`config.mk`:
```
export PLATFORM = sky130hd
export DESIGN_NAME = pft_line_tracker
export DESIGN_NICKNAME = d
export VERILOG_FILES = /design/src/rtl/pft_line_pkg.sv /design/src/rtl/pft_line_cell.sv /design/src/rtl/pft_sat_cnt.sv /design/src/rtl/pft_line_tracker.sv
export SDC_FILE = /design/constraint.sdc
export NUM_CORES = 1
export LEC_CHECK = 0
export BUFFER_PORTS_ARGS = -buffer_cell sky130_fd_sc_hd__buf_2
export CAP_MARGIN = 40
export CORE_ASPECT_RATIO = 1.4
export CORE_MARGIN = 1
export CORE_UTILIZATION = 50
export DETAILED_ROUTE_END_ITERATION = 8
export HOLD_SLACK_MARGIN = 0.15
export PLACE_DENSITY_LB_ADDON = 0.1
export RECOVER_POWER = 100
export SLEW_MARGIN = 20
export SYNTH_ARGS = -nofsm -noshare
export SYNTH_HDL_FRONTEND = slang
export SYNTH_SLANG_ARGS = --single-unit
```
`constraint.sdc`:
```
create_clock -name clk -period 3.2 [get_ports clk]
set_input_delay 0.16 -clock clk [delete_from_list [all_inputs] [get_ports clk]]
set_output_delay 0.16 -clock clk [all_outputs]
set_load 0.1 [all_outputs]
```
`src/rtl/pft_line_pkg.sv`:
```
package pft_line_pkg;

    typedef enum logic [1:0] {
        LN_IDLE = 2'd0,
        LN_WAIT = 2'd1,
        LN_FILL = 2'd2
    } line_st_e;

    localparam int NUM_CNT = 4;
    localparam int CNT_ISSUED = 0;
    localparam int CNT_HIT    = 1;
    localparam int CNT_DEMAND = 2;
    localparam int CNT_UNUSED = 3;

    typedef struct packed {
        logic rd;
        logic ex;
        logic rp;
        logic pi;
        logic pa;
    } line_evt_t;

    typedef struct packed {
        logic issued;
        logic hit;
        logic demand;
        logic unused;
    } line_flag_t;

endpackage

```
`src/rtl/pft_line_cell.sv`:
```
module pft_line_cell
    import pft_line_pkg::*;
(
    input  logic       clk,
    input  logic       rst_n,
    input  line_evt_t  evt,
    input  logic       rd_miss,
    output line_flag_t flag
);

    typedef struct packed {
        line_st_e st;
    } cell_state_t;

    cell_state_t s_d, s_q;
    line_flag_t  flag_d;

    always_comb begin
        s_d    = s_q;
        flag_d = '0;
        if (evt.ex) begin
            s_d.st = LN_IDLE;
        end else if (evt.rp) begin
            if (s_q.st == LN_FILL) flag_d.unused = 1'b1;
            s_d.st = LN_IDLE;
        end else if (evt.rd) begin
            unique case (s_q.st)
                LN_FILL: begin
                    flag_d.hit    = 1'b1;
                    flag_d.demand = 1'b1;
                    s_d.st        = LN_IDLE;
                end
                LN_WAIT: flag_d.demand = 1'b1;
                default: flag_d.demand = rd_miss;
            endcase
        end else if (evt.pa) begin
            if (s_q.st == LN_WAIT) s_d.st = LN_FILL;
        end else if (evt.pi) begin
            if (s_q.st == LN_IDLE) begin
                s_d.st        = LN_WAIT;
                flag_d.issued = 1'b1;
            end
        end
    end

    always_ff @(posedge clk) begin
        if (!rst_n) s_q <= '{st: LN_IDLE};
        else        s_q <= s_d;
    end

    assign flag = flag_d;

endmodule

```
`src/rtl/pft_sat_cnt.sv`:
```
module pft_sat_cnt #(
    parameter int CNT_W = 32
) (
    input  logic             clk,
    input  logic             rst_n,
    input  logic             inc,
    output logic [CNT_W-1:0] cnt
);

    logic [CNT_W-1:0] cnt_d, cnt_q;

    always_comb begin
        cnt_d = cnt_q;
        if (inc && (cnt_q != {CNT_W{1'b1}})) cnt_d = cnt_q + 1'b1;
    end

    always_ff @(posedge clk) begin
        if (!rst_n) cnt_q <= '0;
        else        cnt_q <= cnt_d;
    end

    assign cnt = cnt_q;

endmodule

```
`src/rtl/pft_line_tracker.sv`:
```
module pft_line_tracker
    import pft_line_pkg::*;
#(
    parameter int NUM_LINES = 16,
    parameter int CNT_W     = 32,
    localparam int IDX_W    = (NUM_LINES > 1) ? $clog2(NUM_LINES) : 1
) (
    input  logic             clk,
    input  logic             rst_n,
    input  logic             rd_vld,
    input  logic [IDX_W-1:0] rd_idx,
    input  logic             rd_miss,
    input  logic             ex_vld,
    input  logic [IDX_W-1:0] ex_idx,
    input  logic             rp_vld,
    input  logic [IDX_W-1:0] rp_idx,
    input  logic             pi_vld,
    input  logic [IDX_W-1:0] pi_idx,
    input  logic             pa_vld,
    input  logic [IDX_W-1:0] pa_idx,
    output logic             train_vld,
    output logic [IDX_W-1:0] train_idx,
    output logic [CNT_W-1:0] cnt_issued,
    output logic [CNT_W-1:0] cnt_hit,
    output logic [CNT_W-1:0] cnt_demand,
    output logic [CNT_W-1:0] cnt_unused
);

    typedef struct packed {
        logic             vld;
        logic [IDX_W-1:0] idx;
    } train_t;

    line_flag_t             flags [NUM_LINES];
    logic [NUM_LINES-1:0]   hit_vec, iss_vec, dem_vec, unu_vec;
    logic [NUM_CNT-1:0]     inc;
    logic [CNT_W-1:0]       cnt_arr [NUM_CNT];
    train_t                 tr_d, tr_q;

    for (genvar g = 0; g < NUM_LINES; g++) begin : g_line
        line_evt_t ev;
        always_comb begin
            ev.rd = rd_vld && (rd_idx == IDX_W'(g));
            ev.ex = ex_vld && (ex_idx == IDX_W'(g));
            ev.rp = rp_vld && (rp_idx == IDX_W'(g));
            ev.pi = pi_vld && (pi_idx == IDX_W'(g));
            ev.pa = pa_vld && (pa_idx == IDX_W'(g));
        end
        pft_line_cell u_cell (
            .clk     (clk),
            .rst_n   (rst_n),
            .evt     (ev),
            .rd_miss (rd_miss),
            .flag    (flags[g])
        );
        assign hit_vec[g] = flags[g].hit;
        assign iss_vec[g] = flags[g].issued;
        assign dem_vec[g] = flags[g].demand;
        assign unu_vec[g] = flags[g].unused;
    end

    assign inc[CNT_ISSUED] = |iss_vec;
    assign inc[CNT_HIT]    = |hit_vec;
    assign inc[CNT_DEMAND] = |dem_vec;
    assign inc[CNT_UNUSED] = |unu_vec;

    for (genvar k = 0; k < NUM_CNT; k++) begin : g_cnt
        pft_sat_cnt #(.CNT_W(CNT_W)) u_cnt (
            .clk   (clk),
            .rst_n (rst_n),
            .inc   (inc[k]),
            .cnt   (cnt_arr[k])
        );
    end

    always_comb begin
        tr_d.vld = |hit_vec;
        tr_d.idx = rd_idx;
    end

    always_ff @(posedge clk) begin
        if (!rst_n) tr_q <= '0;
        else        tr_q <= tr_d;
    end

    assign train_vld  = tr_q.vld;
    assign train_idx  = tr_q.idx;
    assign cnt_issued = cnt_arr[CNT_ISSUED];
    assign cnt_hit    = cnt_arr[CNT_HIT];
    assign cnt_demand = cnt_arr[CNT_DEMAND];
    assign cnt_unused = cnt_arr[CNT_UNUSED];

endmodule

```
* Word level (Yosys, flattened, before mapping)
Index checks and enable logic that the tools add are counted.
Storage, ports and cells: flip-flop bits (word level) 165, bits in latches 0, memory bits (writable) 0, ROM bits 0, input bits 28, output and inout bits 133, word-level logic and storage cells 615, memories kept 0
Cells by class: $add $sub $neg 4, multipliers 0, div/mod/pow operators 0, magnitude comparators 0, eq/ne operators 143, shift-type cells 0, mux-type cells 256, bitwise operators 1, reductions and logical operators 189
Operator list (number):
- 2-bit two-way mux | 112
- 4-bit equality test, second input constant | 40
- 32-bit by 1-bit adder with 32-bit output, second input constant | 4
- 32-bit != test, second input constant | 4
- 1-bit two-way mux | 112
- 3-bit nonzero test | 32
- 1-bit logical AND | 84
- 4-bit by 3-bit equality test with 1-bit output, second input constant | 20
- 4-bit two-way mux | 16
- 4-bit AND reduction | 16
- 16-bit OR reduction | 4
- 3-bit two-way mux | 16
- 3-bit by 1-bit != test with 1-bit output, second input constant | 16
- 3-bit OR reduction | 16
- 4-bit by 2-bit equality test with 1-bit output, second input constant | 10
- 2-bit by 1-bit equality test with 1-bit output, second input constant | 16
- 2-bit equality test, second input constant | 16
- 2-bit zero test | 16
- 2-bit by 1-bit != test with 1-bit output, second input constant | 16
- 2-bit OR reduction | 16
- 4-bit by 1-bit equality test with 1-bit output, second input constant | 5
- 4-bit zero test | 5
- 1-bit NOT | 1

* Logic depth before layout (Yosys ltp)
Gate-level depths: netlist of the first run.
depth in word-level cells 9, gate-level depth with buffers 12, gate-level depth less buffers 10

* Modules after synthesis
From an unflattened synthesis of the first run, not the netlist that was laid out.
Second synthesis, totals: cell total of the unflattened synthesis 1293, area, all modules 10810.4 um^2
By module, submodules not included:
- pft_sat_cnt (g_cnt[0].u_cnt ...) | times used 2, cells an instance 200, area each 1704.1 um^2, seq. area each 640.6 um^2
- pft_line_cell | times used 16, cells an instance 23, area each 210.2 um^2, seq. area each 40.0 um^2
- pft_sat_cnt (g_cnt[2].u_cnt) | times used 1, cells an instance 191, area each 1604.0 um^2, seq. area each 640.6 um^2
- pft_sat_cnt (g_cnt[3].u_cnt) | times used 1, cells an instance 188, area each 1584.0 um^2, seq. area each 640.6 um^2
- pft_line_tracker | times used 1, cells an instance 146, area each 850.8 um^2, seq. area each 100.1 um^2

* Worst setup path after synthesis of the first run
OpenSTA, ideal clock, no wires.
path kind reg-to-reg, start point register g_cnt[1].u_cnt.cnt_q[7], end point register g_cnt[1].u_cnt.cnt_q[29], library setup time 0.119 ns, arrival time 3.237 ns, data required time 3.081 ns, slack -0.156 ns, cell stages (with the launch flop) 10, clock period less this slack 3.356 ns, cell sequence dfxtp_1 and4_4 nand3_4 or4_4 or4_4 and4_4 buf_6 nand3_2 nor4_1 o21bai_1
Between the ends: word-level cells in the longest chain between the ends 2
Ends and longest elaborated chain:
- from (decl) | line pft_sat_cnt.sv:10 | logic [CNT_W-1:0] cnt_d, cnt_q;
- from (signal assigned) | line pft_sat_cnt.sv:19 | else cnt_q <= cnt_d;
- branches (longest 2 deep; another with 32-bit by 1-bit adder with 32-bit output)
Parallel ways; which one is timed is not known. A chain may end at the register's enable or synchronous reset.

* Worst setup path in the final report of the first run
start point input rd_idx[1], end point register g_cnt[2].u_cnt.cnt_q[16]
Between the ends: word-level cells in the longest chain between the ends 7
Ends and longest elaborated chain:
- from (decl) | line pft_line_tracker.sv:11 | input logic [IDX_W-1:0] rd_idx,
- 4-bit by 1-bit equality test with 1-bit output (tied with other cells) | line pft_line_tracker.sv:43 | ev.rd = rd_vld && (rd_idx == IDX_W'(g));
- 1-bit logical AND | line pft_line_tracker.sv:43
- 2-bit two-way mux | line pft_line_cell.sv:26 | end else if (evt.rd) begin
- 3-bit two-way mux | line pft_line_cell.sv:23 | end else if (evt.rp) begin
- 4-bit two-way mux | line pft_line_cell.sv:21 | if (evt.ex) begin
- 16-bit OR reduction * | line pft_line_tracker.sv:64 | assign inc[CNT_DEMAND] = |dem_vec;
- 1-bit logical AND * | line pft_sat_cnt.sv:14 | if (inc && (cnt_q != {CNT_W{1'b1}})) cnt_d = cnt_q + 1'b1;
- to (signal assigned) | line pft_sat_cnt.sv:19
- to (decl) | line pft_sat_cnt.sv:10
Mark *: on every way between the ends. The rest lies on a longest branch, timed or not.

==> results.toml, run 1 <==
[run_status]
run_status = "complete, no violations"

[setup_path]
path_common_cell = "and2_0"
r2r_slack_ns = 0.39
crit_fanout = 12
crit_path_start_kind = "primary input"
worstPathRequired_ns = 3.54
critical_path.cell_chain = "dlygate4sd3_1, buf_2, and2_0, and2_0, o211ai_1, o311a_1, and4_1, clkbuf_2, or4_1, a21oi_1"
cp-end-kind = "flop"
cp.arrival_ns = 3.36
cp_num_buf_inv = 3
slowest_stage = "dlygate4sd3_1"
critPathKind = "primary input to flop"
cpLargestDelayFamily = "simple AND/OR/NAND/NOR gates"
max_stage_delay_ns = 0.51

[logic_synthesis]
synth-seq-cells = 165
synth.cell_area_um2 = 10300
syn_nets = 1347
yosys.area.top_type_share_pct = 32.2
ys_types = 86
yosys_warnings = 0
synth_area_leaders = "dfxtp_1 (32%), ha_1 (6.3%), xnor2_1 (5.2%)"
yosysSeqAreaShare_pct = 32.2
yosysTopAreaCell = "dfxtp_1"
synth-async-reset-ratio_pct = 0
avgSynthCellArea_um2 = 8.10
postSynthCellCount = 1267
synth-edff-count = 0
synth_flop_cell = "dfxtp_1"

[floorplan]
die_h_um = 171
initial_core_util_pct = 51.3
dieArea_um2 = 21100
io_pins = 161
num_rows = 61
coreArea_um2 = 20000
die_w_um = 123

[final_layout]
fillers = 2004
drive_gt1_share_pct = 9.37
syn2layout_area_growth_pct = 13.8
nets = 1508
antenna_cells = 0
final_core_util_pct = 58.4

[sta]
worst_hold_slack_ns = 0.187
fmax_ghz = 0.331
rsz0062_at_grt = "false"
period_share_pct = 94.3
slew_headroom_pct = 5.90
tightest_slew_ns = 1.41
hold_violations = 0
clock-skew-final_ns = 0.0136
slew_violations = 0
fin_tns_setup_ns = 0
setup-violations-final = 0
layout_min_cycle_time_ns = 3.02

[pwr]
clkPwrFrac_pct = 44.0
power.switching_w = 0.00123
p_leak_nw = 3.94
p_comb_share_pct = 9.6
sw_frac_of_total_pct = 27.3
p_int_w = 0.00327
vdd_drop_max_v = 0.000391
p_per_area_nw_per_um2 = 385
seqPwrFrac_pct = 46.3
power_w = 0.00449

[global_route]
grt_pass1_vias = 9450
grt_pass1_wl_um = 48000
antenna_found_initial = 0
grt-ovfl-total = 0
grt_start_max_net_pins = 53
grt_use_total_pct = 29.5

[clock_network]
cts_inserted_buffers = 17
worst_skew_pair.late_latency_ns = 0.44
clockBufferDepth = 2
path_clk_slew_ns = 0.07
h-tree-depth = 4
postCtsSetupBuffers = 0
cts_tree = "done"
cts_hold_buf = 3
cts_root_buf = "clkbuf_16"
cts.sinks = 165
cts_resized = 0

[routing]
via_count = 10110
drt_iter0_drc = 608
wl_per_cell_um = 18.5
postRouteAntennaNets = 0
drc = 0
drtPass1Iterations = 5
vias_per_cell = 5.97
routed_wl_um = 31400

[placed_design]
dp_hpwl_um = 23800
portBuffers = 160
globalplace.congestion = 1.04

[run]
maxCapViolCount = 0

[hold_path]
worstHoldPathType = "primary input to flop"
## area by class of cell
cell class / count / area, um^2 / area share (%)
clock buffers: 19 / 433 / 3.71
clock inverters: 13 / 124 / 1.06
inverters: 49 / 185 / 1.59
multi-input cells: 994 / 6380 / 54.6
flip-flops and latches: 165 / 3310 / 28.4
well taps: 252 / 315 / 2.70
repair buffers: 201 / 932 / 7.98
## path summary, 6_finish.rpt
| check | end | startpoint | cells past startpoint |
|---|---|---|---|
| hold / removal | g_line[0].u_cell.s_q[1] | pa_idx[1] | 4 |
| hold reg to reg | g_line[9].u_cell.s_q[0] | g_line[9].u_cell.s_q[0] | 2 |
| setup / recovery | g_cnt[2].u_cnt.cnt[16] | rd_idx[1] | 10 |
| setup reg to reg | g_cnt[1].u_cnt.cnt[25] | g_line[15].u_cell.s_q[0] | 11 |
## synthesized netlist by cell type, drive strengths merged, types with 3 or more instances
library cell	n
or3b	8
and3	33
nand3b	19
o21a	4
and4	16
nor4b	5
buf	24
a31oi	5
nand2	102
dfxtp	165
nand2b	29
o31ai	8
o21ai	22
and2	20
xor2	10
nand4b	3
clkbuf	35
a22oi	5
o211ai	9
mux2i	16
nor3b	7
o32ai	5
xnor2	61
a211oi	14
o2111ai	6
or4	12
inv	49
a2111oi	6
and3b	5
ha	52
a21oi	63
or2	14
nor2b	10
nor4	37
nor3	43
nor2	136
nand4	45
a21bo	6
o22ai	24
nand3	89
or3	14
## cells by family after synthesis
logic type	count (synthesis)	share of synthesized area, %
and+or+nand+nor	653	35.9
xor gates and xnor gates	71	6.06
DFF	165	32.2
AOI/OAI and AO/OA	201	13.2
buffers and inverters	108	4.67
muxes	17	1.67
adders and majority gates	52	6.34
## state kept, by name, summed over array words and instances, names as in the netlist
| name | count |
|---|---|
| g_cnt.u_cnt.cnt | 128 |
| g_line.u_cell.s_q | 32 |
| train_idx | 4 |
| train_vld | 1 |
## layout by cell type (no fill, tap or decap), types with 6 or more instances in the layout
cell	netlist	final
a211oi_1	14	14
a21oi_1	63	63
and2_0	0	6
and2_1	20	14
and3_1	33	33
and4_1	14	14
buf_2	14	27
buf_4	1	27
clkbuf_1	35	139
clkbuf_16	0	17
clkbuf_2	0	6
dfxtp_1	165	159
dfxtp_2	0	6
ha_1	52	52
inv_1	49	48
mux2i_1	16	16
nand2_1	101	102
nand2b_1	29	29
nand3_1	85	86
nand3b_1	18	18
nand4_1	43	45
nor2_1	136	136
nor2b_1	10	10
nor3_1	43	43
nor4_1	22	34
o2111ai_1	6	6
o211ai_1	9	9
o21ai_0	13	14
o21ai_1	9	8
o22ai_1	21	21
o31ai_1	8	7
or2_2	12	12
or3_1	14	14
or3b_1	6	6
or4_1	10	10
xnor2_1	61	61
xor2_1	10	10
## through the flow
step           std cells  setup slack, ns  area (um^2)
6_report            1693            0.181        11700
5_1_grt             1693           0.0699        11700
4_1_cts             1693            0.355        12000
3_5_place_dp        1658            0.398        11400
3_3_place_gp        1658            0.381        11400
2_1_floorplan       1267          0.00569        10300
## worst reg2reg max path, delay by kind of cell, from the launching register on
kind                     cells  cell delay (ns)
buffers and inverters        2             0.40
flip-flops                   1             0.33
adder cells (fa/ha/maj)      1             0.27
AO/OA/AOI/OAI                2             0.39
AND/OR/NAND/NOR              6             1.33
## metal layers
layer  up-vias  part of all wire, %  global-route usage [%]
met3        99                  4.9                    4.87
met2       338                   50                    53.2
met4         0                  5.8                    19.5
met5         -                    0                       0
met1      4756                   39                    31.3
li1       4917                    -                       -
## power by group through the flow
stage                     sequential [W]  combinational [W]  clock [W]
after floorplan                  0.00220           0.000230          0
after global placement           0.00213           0.000433          0
after detailed placement         0.00213           0.000433          0
after CTS                        0.00208           0.000436    0.00202
after global routing             0.00208           0.000462    0.00209
final                            0.00208           0.000433    0.00198
(Power assumes the default switching activity.)
==> run 2, diff against run 1 <==
--- a/config.mk
+++ b/config.mk
@@ -9,7 +9,7 @@
 export CAP_MARGIN = 40
 export CORE_ASPECT_RATIO = 1.4
 export CORE_MARGIN = 1
-export CORE_UTILIZATION = 50
+export CORE_UTILIZATION = 58
 export DETAILED_ROUTE_END_ITERATION = 8
 export HOLD_SLACK_MARGIN = 0.15
 export PLACE_DENSITY_LB_ADDON = 0.1
==> run 2 against run 1 <==
Routed wire length is 2.6% higher. Clock skew shrank 0.0046 ns. Maximum frequency up 1.9%. Count of clock-buffer cells in the layout increased by 1. Register-to-register slack improved by 0.06 ns. Flip-flop and latch count unchanged. Sequential power hardly changed. Clock power decreased by 2%. Global-route usage increased by 5.8 points. Die area decreased by 14%. The run now ends with max-capacitance violations, max-slew violations left.
==> results.toml, run 2 (synthesis gave the netlist of run 1 again) <==
[sta]
clock-skew-final_ns = 0.00901
setup-violations-final = 0
layout_min_cycle_time_ns = 2.96
slew_headroom_pct = -91.6
fin_tns_setup_ns = 0
tightest_slew_ns = 2.87
slew_violations = 62
period_share_pct = 92.6
rsz0062_at_grt = "false"
hold_violations = 0
fmax_ghz = 0.338

[clock_network]
path_clk_slew_ns = 0.07
cts_inserted_buffers = 17
cts_resized = 0
cts_root_buf = "clkbuf_16"
clockBufferDepth = 2
postCtsSetupBuffers = 0
cts.sinks = 165
worst_skew_pair.late_latency_ns = 0.43
cts_hold_buf = 3
h-tree-depth = 4
cts_tree = "done"

[placed_design]
globalplace.congestion = 1.08
dp_hpwl_um = 24600
dpl_cell_area_um2 = 11400
dp.cells = 1642
portBuffers = 160

[setup_path]
startpoint = "rd_idx[3]"
cp-end-kind = "flop"
slowest_stage = "or4_1"
cp.arrival_ns = 3.32
crit_fanout = 11
critical_path.cell_chain = "dlygate4sd3_1, clkbuf_1, and2_1, nand3_1, o32ai_1, a2111oi_0, and4_1, clkbuf_2, or4_1, a21oi_1"
cpLargestDelayFamily = "simple AND/OR/NAND/NOR gates"
cp_num_buf_inv = 3
worstPathRequired_ns = 3.56
crit_path_start_kind = "primary input"
critPathKind = "primary input to flop"
max_stage_delay_ns = 0.53
r2r-start = "g_cnt[2].u_cnt.cnt[2]"
r2r_slack_ns = 0.45

[global_route]
grt_use_total_pct = 35.4
antenna_found_initial = 0
grt_start_max_net_pins = 62
grt_pass1_wl_um = 50700
grt-ovfl-total = 0
grt_pass1_vias = 9903

[final_layout]
nets = 1508
layout_commonest_cell = "dfxtp_1"
fillers = 1645
largest_reg_flops = 128
antenna_cells = 0
final_core_util_pct = 67.3
syn2layout_area_growth_pct = 13.8
drive_gt1_share_pct = 9.37
stdcell_count = 1677
final_cell_mix = "dfxtp_1 (159), clkbuf_1 (141), nor2_1 (136)"
fin_area_um2 = 11700

[hold_path]
worstHoldPathType = "primary input to flop"
min-delay-start = "pa_idx[1]"

[routing]
via_count = 10362
drt_iter0_drc = 906
routed_wl_um = 32200
wl_per_cell_um = 19.2
drc = 0
postRouteAntennaNets = 0
drtPass1Iterations = 5
vias_per_cell = 6.18

[floorplan]
die_w_um = 114
coreArea_um2 = 17300
die_h_um = 159
initial_core_util_pct = 59.2
dieArea_um2 = 18200
num_rows = 57
io_pins = 161

[pwr]
p_leak_nw = 3.94
vdd_drop_max_v = 0.000314
p_per_area_nw_per_um2 = 382

[run]
maxCapViolCount = 1

[run_status]
run_status = "finished, violations left"
violations = "max-capacitance violations, max-slew violations"
run 2: stage by stage:
stage | hold slack (ns) | setup WS (ns) | power, W
5_1_grt | 0.186 | 0.117 | 0.00460
2_1_floorplan | 0.282 | 0.00569 | 0.00243
6_report | 0.193 | 0.238 | 0.00446
3_5_place_dp | 0.477 | 0.303 | 0.00256
3_3_place_gp | 0.468 | 0.250 | 0.00256
4_1_cts | 0.165 | 0.386 | 0.00449
run 2: area by class of cell:
class / count / area, um^2 / share of cell area [%]
Clock buffer: 20 / 457 / 3.91
Clock inverter: 12 / 96.3 / 0.825
Inverter: 49 / 185 / 1.59
Timing Repair Buffer: 201 / 938 / 8.04
Tap cell: 236 / 295 / 2.53
Sequential cell: 165 / 3310 / 28.4
Multi-Input combinational cell: 994 / 6390 / 54.7
run 2: final timing paths:
check | endpoint | depth (start not counted)
max | g_cnt[2].u_cnt.cnt[16] | 10
max reg2reg | g_cnt[2].u_cnt.cnt[2] | 9
min | g_line[0].u_cell.s_q[1] | 4
min reg2reg | g_cnt[1].u_cnt.cnt[29] | 2
run 2: worst reg2reg max path, delay by kind of cell, from the launching register on:
| kind | cells | cell delay (ns) |
|---|---|---|
| flops | 1 | 0.44 |
| simple gates | 7 | 1.73 |
| buf+inv | 1 | 0.32 |
| xor+xnor | 1 | 0.16 |
run 2: layer usage:
| metal | wire [um] | vias to the layer above | share of wire, % | track usage, % |
|---|---|---|---|---|
| met5 | 0 | - | 0 | 0 |
| met4 | 2380 | 0 | 7.4 | 25.7 |
| met3 | 1620 | 139 | 5.0 | 5.60 |
| met2 | 16300 | 404 | 51 | 63.3 |
| met1 | 11900 | 4900 | 37 | 36.7 |
| li1 | - | 4919 | - | - |
run 2: power by group:
part,internal (W),switching (W),leakage (nW)
sequential,0.00207,0.0000142,1.33
clock,0.00105,0.000888,0.271
combinational,0.000119,0.000322,2.34
total,0.00324,0.00123,3.94
==> run 3, diff against run 2 <==
==> constraint.sdc (replaced) <==
create_clock -name clk -period 3.2 [get_ports clk]
set_input_delay 0.32 -clock clk [delete_from_list [all_inputs] [get_ports clk]]
set_output_delay 0.32 -clock clk [all_outputs]
set_load 0.1 [all_outputs]
==> run 3 against run 2 <==
Clock skew grew 0.0047 ns. Critical endpoint is now g_cnt[1].u_cnt.cnt[31]. Routed wire length grew 1.4%. Setup slack gained 0.022 ns. Sequential share of layout area shrank 0.22 points. The run now ends clean. Total power grew 2.8%. Die area is the same. Non-clock buffer count grew 11. Clock power grew 6%. Sequential power is essentially flat. Final area grew 0.75%. First-iteration DRC count shrank 1.3%.
==> results.toml, run 3 (synthesis gave the netlist of run 1 again) <==
[routing]
drt_iter0_drc = 894
vias_per_cell = 6.13
routed_wl_um = 32700
wl_per_cell_um = 19.3
drtPass1Iterations = 6
postRouteAntennaNets = 0
drc = 0
via_count = 10351

[clock_network]
cts_root_buf = "clkbuf_16"
postCtsSetupBuffers = 0
worst_skew_pair.late_latency_ns = 0.43
cts_tree = "done"
clockBufferDepth = 2
h-tree-depth = 4
cts_resized = 0
cts.sinks = 165
cts_inserted_buffers = 17
path_clk_slew_ns = 0.07
cts_hold_buf = 0

[floorplan]
io_pins = 161
coreArea_um2 = 17300
num_rows = 57
initial_core_util_pct = 59.2
die_h_um = 159
dieArea_um2 = 18200
die_w_um = 114

[final_layout]
nets = 1519
layout_commonest_cell = "dfxtp_1"
fillers = 1620
antenna_cells = 0
final_cell_mix = "dfxtp_1 (160), clkbuf_1 (144), nor2_1 (136)"
fin_area_um2 = 11800
syn2layout_area_growth_pct = 14.6
drive_gt1_share_pct = 9.85
largest_reg_flops = 128

[setup_path]
critPathKind = "flop to flop"
cp-end-kind = "flop"
crit_path_start_kind = "flop"
crit_fanout = 13
cp.arrival_ns = 3.30
cpLargestDelayFamily = "simple AND/OR/NAND/NOR gates"
critical_path.cell_chain = "inv_1, ha_1, nand4_1, o22ai_1, a2111oi_1, buf_4, nand3_2, clkbuf_1, nand3_1, or3_1, a21oi_1"
slowest_stage = "clkbuf_1"
max_stage_delay_ns = 0.48
cp_num_buf_inv = 3
worstPathRequired_ns = 3.56

[placed_design]
portBuffers = 160
globalplace.congestion = 1.08
dp_hpwl_um = 24700
dpl_cell_area_um2 = 11500
dp_slack_ns = -0.126

[sta]
fmax_ghz = 0.340
setup-violations-final = 0
setup_ws_ns = 0.260
rsz0062_at_grt = "false"
period_share_pct = 91.9
clock-skew-final_ns = 0.0137
layout_min_cycle_time_ns = 2.94
fin_tns_setup_ns = 0
slew_headroom_pct = 7.47
tightest_slew_ns = 1.38
hold_violations = 0
slew_violations = 0

[global_route]
grt_pass1_vias = 9991
grt_start_max_net_pins = 62
grt-ovfl-total = 0
grt_pass1_wl_um = 51000
antenna_found_initial = 0
grt_use_total_pct = 35.7

[pwr]
vdd_drop_max_v = 0.000344
p_per_area_nw_per_um2 = 390
power_w = 0.00459
p_leak_nw = 4.01

[run]
maxCapViolCount = 0

[hold_path]
worstHoldPathType = "primary input to flop"

[run_status]
run_status = "complete, no violations"
## run 3: path summary, 6_finish.rpt
| check | from | end | slack [ns] | cells past startpoint |
|---|---|---|---|---|
| hold / removal | rd_idx[0] | train_idx[0] | 0.24 | 2 |
| setup / recovery | g_line[14].u_cell.s_q[0] | g_cnt[1].u_cnt.cnt[31] | 0.26 | 11 |
| hold reg to reg | g_line[4].u_cell.s_q[1] | g_line[4].u_cell.s_q[1] | 0.49 | 2 |
| setup reg to reg | g_line[14].u_cell.s_q[0] | g_cnt[1].u_cnt.cnt[31] | 0.26 | 11 |
## run 3: area by class of cell
cell class	count	area, um^2	area share [%]
sequential	165	3310	28.1
tap	236	295	2.51
inverter	49	185	1.57
multi-input combinational	994	6380	54.2
timing repair buffer	212	1010	8.61
clock inverter	13	138	1.17
clock buffer	19	443	3.77
## run 3: per-stage QoR
| step | utilization, % | std cells | hold slack [ns] |
|---|---|---|---|
| CTS | 69.7 | 1688 | 0.234 |
| global placement | 66.3 | 1655 | 0.465 |
| finish | 67.9 | 1688 | 0.244 |
| floorplan | - | 1267 | 0.442 |
| detailed placement | 66.4 | 1656 | 0.475 |
| global route | 67.9 | 1688 | 0.235 |
## run 3: worst reg2reg max path: stages, from the launching register on
cell,delay [ns]
dfxtp_1,0.33
inv_1,0.08
ha_1,0.22
nand4_1,0.18
o22ai_1,0.33
a2111oi_1,0.11
buf_4,0.18
nand3_2,0.09
clkbuf_1,0.48
nand3_1,0.34
or3_1,0.39
a21oi_1,0.14
## run 3: layer usage
layer  GRT usage, %  part of all wire [%]
met5              0                     0
met3           5.79                   5.4
met2           64.2                    51
met4           25.9                   7.2
met1           36.8                    36
## run 3: power breakdown
group	switching [W]	total, W	internal [W]
combinational	0.000322	0.000446	0.000124
sequential	0.0000148	0.00208	0.00207
clock	0.000939	0.00206	0.00112
total	0.00128	0.00459	0.00331
